`src/rtl/hfe_pkg.sv`:
```
package hfe_pkg;

    typedef enum logic [0:0] {
        FLT_STABLE = 1'b0,
        FLT_PEND   = 1'b1
    } flt_state_t;

    // Map the raw length setting onto the legal range 1..max_len.
    function automatic int unsigned clamp_len(input int unsigned raw, input int unsigned max_len);
        if (raw == 0)
            return 1;
        else if (raw > max_len)
            return max_len;
        else
            return raw;
    endfunction

endpackage

```
`src/rtl/hfe_glitch_filter.sv`:
```
module hfe_glitch_filter
    import hfe_pkg::*;
#(
    parameter int TS_W    = 16,
    parameter int LEN_W   = 4,
    parameter int LEN_MAX = 13
) (
    input  logic             clk,
    input  logic             rst_n,
    input  logic             hit_i,
    input  logic [TS_W-1:0]  ts_i,
    input  logic [LEN_W-1:0] len_i,
    input  logic             lead_en_i,
    input  logic             trail_en_i,
    output logic             wr_o,
    output logic             wr_rise_o,
    output logic [TS_W-1:0]  wr_ts_o
);

    localparam int CNT_W = LEN_W + 1;

    flt_state_t       state_q, state_d;
    logic             lvl_q, lvl_d;
    logic [CNT_W-1:0] cnt_q, cnt_d;
    logic [TS_W-1:0]  ts_q, ts_d;
    logic             confirm;
    logic [TS_W-1:0]  conf_ts;
    logic [CNT_W-1:0] eff_len;
    logic             kind_en;

    assign eff_len = CNT_W'(clamp_len(int'(len_i), LEN_MAX));
    assign kind_en = lvl_d ? lead_en_i : trail_en_i;

    // State register
    always_ff @(posedge clk) begin
        if (!rst_n) begin
            state_q <= FLT_STABLE;
            lvl_q   <= 1'b0;
            cnt_q   <= '0;
            ts_q    <= '0;
        end else begin
            state_q <= state_d;
            lvl_q   <= lvl_d;
            cnt_q   <= cnt_d;
            ts_q    <= ts_d;
        end
    end

    // Next state and edge decision
    always_comb begin
        state_d = state_q;
        lvl_d   = lvl_q;
        cnt_d   = cnt_q;
        ts_d    = ts_q;
        confirm = 1'b0;
        conf_ts = ts_q;
        unique case (state_q)
            FLT_STABLE: begin
                if (hit_i != lvl_q) begin
                    ts_d  = ts_i;
                    cnt_d = CNT_W'(1);
                    if (eff_len == CNT_W'(1)) begin
                        confirm = 1'b1;         // INSTANT
                        conf_ts = ts_i;
                        lvl_d   = hit_i;
                    end else begin
                        state_d = FLT_PEND;     // DETECT
                    end
                end
            end
            FLT_PEND: begin
                if (hit_i == lvl_q) begin
                    state_d = FLT_STABLE;       // REJECT
                end else begin
                    cnt_d = cnt_q + CNT_W'(1);
                    if (cnt_q + CNT_W'(1) >= eff_len) begin
                        confirm = 1'b1;         // CONFIRM
                        conf_ts = ts_q;
                        lvl_d   = hit_i;
                        state_d = FLT_STABLE;
                    end
                end
            end
            default: state_d = FLT_STABLE;
        endcase
    end

    // Registered edge output
    always_ff @(posedge clk) begin
        if (!rst_n) begin
            wr_o      <= 1'b0;
            wr_rise_o <= 1'b0;
            wr_ts_o   <= '0;
        end else begin
            wr_o      <= confirm && kind_en;
            wr_rise_o <= lvl_d;
            wr_ts_o   <= conf_ts;
        end
    end

endmodule

```
`src/rtl/hfe_derand.sv`:
```
module hfe_derand #(
    parameter int W     = 17,
    parameter int DEPTH = 4,
    parameter int DIV   = 4
) (
    input  logic         clk,
    input  logic         rst_n,
    input  logic         wr_i,
    input  logic [W-1:0] wdata_i,
    output logic         rd_o,
    output logic         full_o,
    output logic         out_valid_o,
    output logic [W-1:0] out_data_o,
    output logic         drop_o,
    output logic         ovf_o
);

    localparam int PW = (DEPTH > 1) ? $clog2(DEPTH) : 1;
    localparam int CW = $clog2(DEPTH + 1);
    localparam int DW = (DIV > 1) ? $clog2(DIV) : 1;

    logic [W-1:0]  mem [DEPTH];
    logic [PW-1:0] wptr_q, rptr_q;
    logic [CW-1:0] count_q;
    logic          stb;
    logic          wr_ok;

    // Drain strobe at 1/DIV of the clock rate
    generate
        if (DIV == 1) begin : g_stb_always
            assign stb = 1'b1;
        end else begin : g_stb_div
            logic [DW-1:0] phase_q;
            always_ff @(posedge clk) begin
                if (!rst_n)
                    phase_q <= '0;
                else if (phase_q == DW'(DIV - 1))
                    phase_q <= '0;
                else
                    phase_q <= phase_q + DW'(1);
            end
            assign stb = (phase_q == DW'(DIV - 1));
        end
    endgenerate

    assign full_o = (count_q == CW'(DEPTH));
    assign rd_o   = stb && (count_q != '0);
    assign wr_ok  = wr_i && (!full_o || rd_o);

    function automatic logic [PW-1:0] nxt_ptr(input logic [PW-1:0] p);
        return (p == PW'(DEPTH - 1)) ? '0 : p + PW'(1);
    endfunction

    always_ff @(posedge clk) begin
        if (wr_ok)
            mem[wptr_q] <= wdata_i;
    end

    always_ff @(posedge clk) begin
        if (!rst_n) begin
            wptr_q      <= '0;
            rptr_q      <= '0;
            count_q     <= '0;
            out_valid_o <= 1'b0;
            out_data_o  <= '0;
            drop_o      <= 1'b0;
            ovf_o       <= 1'b0;
        end else begin
            if (wr_ok)
                wptr_q <= nxt_ptr(wptr_q);
            if (rd_o) begin
                rptr_q     <= nxt_ptr(rptr_q);
                out_data_o <= mem[rptr_q];
            end
            count_q     <= count_q + CW'(wr_ok) - CW'(rd_o);
            out_valid_o <= rd_o;
            drop_o      <= wr_i && !wr_ok;
            ovf_o       <= ovf_o || (wr_i && !wr_ok);
        end
    end

endmodule

```
`src/rtl/hfe_channel.sv`:
```
module hfe_channel #(
    parameter int TS_W      = 16,
    parameter int LEN_W     = 4,
    parameter int LEN_MAX   = 13,
    parameter int DEPTH     = 4,
    parameter int DRAIN_DIV = 4
) (
    input  logic             clk,
    input  logic             rst_n,
    input  logic             hit_i,
    input  logic [TS_W-1:0]  ts_i,
    input  logic [LEN_W-1:0] flt_len_i,
    input  logic             lead_en_i,
    input  logic             trail_en_i,
    output logic             out_valid_o,
    output logic             out_rise_o,
    output logic [TS_W-1:0]  out_ts_o,
    output logic             ovf_o,
    output logic             drop_o
);

    localparam int REC_W = TS_W + 1;

    logic             wr_w;
    logic             wr_rise_w;
    logic [TS_W-1:0]  wr_ts_w;
    logic             rd_w;
    logic             full_w;
    logic [REC_W-1:0] out_rec_w;

    hfe_glitch_filter #(
        .TS_W   (TS_W),
        .LEN_W  (LEN_W),
        .LEN_MAX(LEN_MAX)
    ) filt_i (
        .clk       (clk),
        .rst_n     (rst_n),
        .hit_i     (hit_i),
        .ts_i      (ts_i),
        .len_i     (flt_len_i),
        .lead_en_i (lead_en_i),
        .trail_en_i(trail_en_i),
        .wr_o      (wr_w),
        .wr_rise_o (wr_rise_w),
        .wr_ts_o   (wr_ts_w)
    );

    hfe_derand #(
        .W    (REC_W),
        .DEPTH(DEPTH),
        .DIV  (DRAIN_DIV)
    ) buf_i (
        .clk        (clk),
        .rst_n      (rst_n),
        .wr_i       (wr_w),
        .wdata_i    ({wr_rise_w, wr_ts_w}),
        .rd_o       (rd_w),
        .full_o     (full_w),
        .out_valid_o(out_valid_o),
        .out_data_o (out_rec_w),
        .drop_o     (drop_o),
        .ovf_o      (ovf_o)
    );

    assign out_rise_o = out_rec_w[REC_W-1];
    assign out_ts_o   = out_rec_w[TS_W-1:0];

endmodule

```
`config.mk`:
```
export PLATFORM = sky130hd
export DESIGN_NAME = hfe_channel
export DESIGN_NICKNAME = d
export VERILOG_FILES = /design/src/rtl/hfe_pkg.sv /design/src/rtl/hfe_glitch_filter.sv /design/src/rtl/hfe_derand.sv /design/src/rtl/hfe_channel.sv
export SDC_FILE = /design/constraint.sdc
export NUM_CORES = 1
export LEC_CHECK = 0
export BUFFER_PORTS_ARGS = -buffer_cell sky130_fd_sc_hd__buf_2
export CORE_UTILIZATION = 59
export DETAILED_ROUTE_END_ITERATION = 7
export GPL_ROUTABILITY_DRIVEN = 0
export PLACE_DENSITY = 0.79
export SLEW_MARGIN = 10
export SYNTH_ARGS = -nofsm -noshare
export SYNTH_HDL_FRONTEND = slang
export SYNTH_SLANG_ARGS = --single-unit
```
`constraint.sdc`:
```
create_clock -name clk -period 2.6 [get_ports clk]
set_input_delay 0 -clock clk [delete_from_list [all_inputs] [get_ports clk]]
set_output_delay 0 -clock clk [all_outputs]
set_load 0.05 [all_outputs]
```
==> impl_results.md <==
- Final Cycle Share: 87.7%
- Post-synth net total: ~470
- Height of the chip: 98.7 um
- Reg power frac: 47.1%
- Synth warn: 0
- # IOs: 45
- Ys flop type: dfxtp_1
- Sequential area share after synthesis: between 60% and 70%
- FILL cells: approximately 540
- Final hold violation count: 0
- Synth Area in Compound Gates: about a tenth
- CP peak stage delay: about 400 ps
- CTS max path bufs: 2
- Routed len/inst: approximately 16 um
- Detailed placement HPWL: between 5 and 6 mm
- Slew HR: between 30% and 40%
- Most frequent CP cell: ha_1
- Htree depth: 4
- Port Buffers: between 40 and 50
- Final nets: 537
- Final Skew: just over 9 ps
- Worst-Skew Late Latency: about 510 ps
- Top delay family on crit path: compound AO/OA/AOI/OAI gates
- Post-synthesis xor/xnor area fraction: roughly 1.2%
- Post-synthesis mux area share: ~7%
- Setup TNS: 0 ps
- Comb pwr share: just under 6%
- Cells after Synth: 430
- Clock sinks: approximately 140
- CTS root buffer: clkbuf_8
- Top cell type by total area after synthesis: edfxtp_1
- Crit path launch type: register
- Multi-input gate area: 0.00192 mm^2
- Final setup viols: 0
- # Post-CTS Setup Buffers: 0
- Core Box Area: 0.00889 mm^2
- Mapped Area: 0.00552 mm^2
- RSZ-0062 raised after global routing: false
- Sw frac: a little under a quarter
- Largest fanout on the critical path: 5
- WHS: about 84 ps
- Final Critical Period: 2280 ps
- Synth area leaders: edfxtp_1 37%, dfxtp_1 25%, mux4_2 6.9%
- DRC: 0
- Die width: approximately 100 um
- Iteration-0 DRC Markers: approximately 160
- Critical path arrival: around 2700 ps
- Post-Layout Cell Count: 619
- Final slew viol count: 0
- All-Layer GR Usage: between 20% and 30%
- Lkg Pwr: roughly 2.5 nW
- CTS tree: yes
- Layout cells sized above 1: around a quarter
- Largest net degree at the start of global routing: 70
- GRT overflow: 0
- Initial Utilization: between 60% and 70%
- P_int: around 3.9 mW
- Worst reg2reg setup slack: between 300 and 400 ps
- Initial antenna violation count: 0
- WS Path Type: register to register
- Most frequent cells in the layout: 97 x nand2_1, 69 x dfxtp_1, 68 x edfxtp_1
- Full die area: between 0.009 and 0.01 mm^2
- Post-synth ARST share: 0%
- Status: completed
- Vias per cell: ~5.3
- Vias after detailed routing: around 3.3k
- Avg Inst Size Synth: 12.8 um^2
- Max-Cap Viols: 0
- First-pass GRT wire length: 16.5 mm
- Post-Synth Simple-Gate Area: about 13%
- Area growth, synth to finish: 19.6%
- Clock-pin slew on the worst setup and hold paths: roughly 60 ps
- P_sw: 1.15 mW
- Min-delay worst type: input port to register
- CP cell instances: ha_1 -> xor2_1 -> ha_1 -> o21ai_0 -> o211ai_2 -> and3b_4 -> o31a_1 -> nor4b_2
- Final WL: between 9 and 10 mm
- Share of the synthesized area in the top cell type: 37.0%
- Antenna Cells: 0
- Crit end category: register
- Clk pwr share: between 40% and 50%
- Largest family of logic cells by synthesized area: simple AND/OR/NAND/NOR gates
- Placed Cells incl. Taps: 568
- WP data required: 3020 ps
- Bufs and invs on worst path: 0
- Fmax: roughly 440 MHz
- Register Area: 0.00342 mm^2
- Commonest non-fill, non-tap cell in the layout: nand2_1
- Slowest stage cell, crit path: dfxtp_1
- Maximum vdd drop: about 0.00054 V
- Number of flops mapped to enable cells by yosys: 68
- Post-route antenna net violation count: 0
- Adder and majority cell fraction of the synthesized area: 3.31%
- Pre-antenna DRT Iters: 4
- Cell Pwr Density: 767 mW/mm^2
- FF+latch count, synth: ~140
- Vias in the first global route: 3330
- Worst-Margin Slew: about 940 ps
- Netlist cell types: 50
- Row cnt: 34
- Num CTS Buffers: 17
-- flip-flops by register name (all words and copies together) (netlist names) --
register / flops
buf_i.count_q: 3
buf_i.drop_o: 1
buf_i.g_stb_div.phase_q: 2
buf_i.mem: 68
buf_i.out_data_o: 17
buf_i.out_valid_o: 1
buf_i.ovf_o: 1
buf_i.rptr_q: 2
buf_i.wptr_q: 2
filt_i.cnt_q: 5
filt_i.lvl_q: 1
filt_i.state_q: 1
filt_i.ts_q: 16
filt_i.wr_o: 1
filt_i.wr_ts_o: 16
-- cells by family (layout without fill, tap and decap cells) --
family	after synthesis	count (layout)
muxes	18	18
adders and majority gates	14	14
and+or+nand+nor	150	150
xor gates and xnor gates	7	7
DFF	137	137
AOI/OAI and AO/OA	70	70
buffers and inverters	34	115
-- power by group through the flow --
stage	clock network [mW]	registers, mW	logic (mW)
final	2.38	2.39	0.296
after global routing	2.51	2.39	0.330
after global placement	0	2.42	0.262
after CTS	2.41	2.39	0.295
after detailed placement	0	2.43	0.270
after floorplan	0	2.41	0.206
-- Yosys cell counts (8+ instances only) --
cell type and number:
a21boi_0 35, a21boi_2 10, and2_1 9, clkbuf_1 13, dfxtp_1 69, edfxtp_1 68
ha_1 13, inv_1 10, mux4_2 17, nand2_1 97, nand2_2 11, nor2_1 8
-- layer usage --
metal / GRT usage, % / routed length [um] / vias to the layer above
li1: - / - / 1640
met1: 28.4 / 4360 / 1564
met2: 38.2 / 5070 / 81
met3: 5.25 / 396 / 4
met4: 8.61 / 57 / 0
met5: 0 / 0 / -
-- path summary, 6_finish.rpt --
kind / start / to / cells past startpoint
min: flt_len_i[3] / filt_i.state_q / 6
min reg2reg: buf_i.g_stb_div.phase_q[0] / buf_i.g_stb_div.phase_q[0] / 1
max: filt_i.cnt_q[0] / filt_i.wr_o / 8
max reg2reg: filt_i.cnt_q[0] / filt_i.wr_o / 8
-- tightest hold or removal path, delay by kind of cell --
family	cells	cell delay [ps]
adders and majority gates	1	150
AOI/OAI and AO/OA	2	170
buffers and inverters	3	230
-- area by class of cell --
class,instances,area share [%]
Timing Repair Buffer,73,7.36
Inverter,10,0.569
Sequential cell,137,51.9
Clock buffer,18,6.65
Clock inverter,14,2.39
Tap cell,108,2.05
Multi-Input combinational cell,259,29.1
-- through the flow --
step	cell area, um^2	power [mW]	utilization (%)	setup slack [ps]
2_1_floorplan	5520	2.62	-	306
3_3_place_gp	5810	2.69	65.4	352
3_5_place_dp	5810	2.70	65.4	259
4_1_cts	6600	5.10	74.2	310
5_1_grt	6600	5.23	74.2	146
6_report	6600	5.06	74.2	320
-- repair_timing --
item | 4_1_cts | 5_1_grt
endpoints found under the hold margin | 36 | 0
gates resized for setup | 0 | 0
hold buffers | 19 | 0
(Power assumes the default switching activity.)
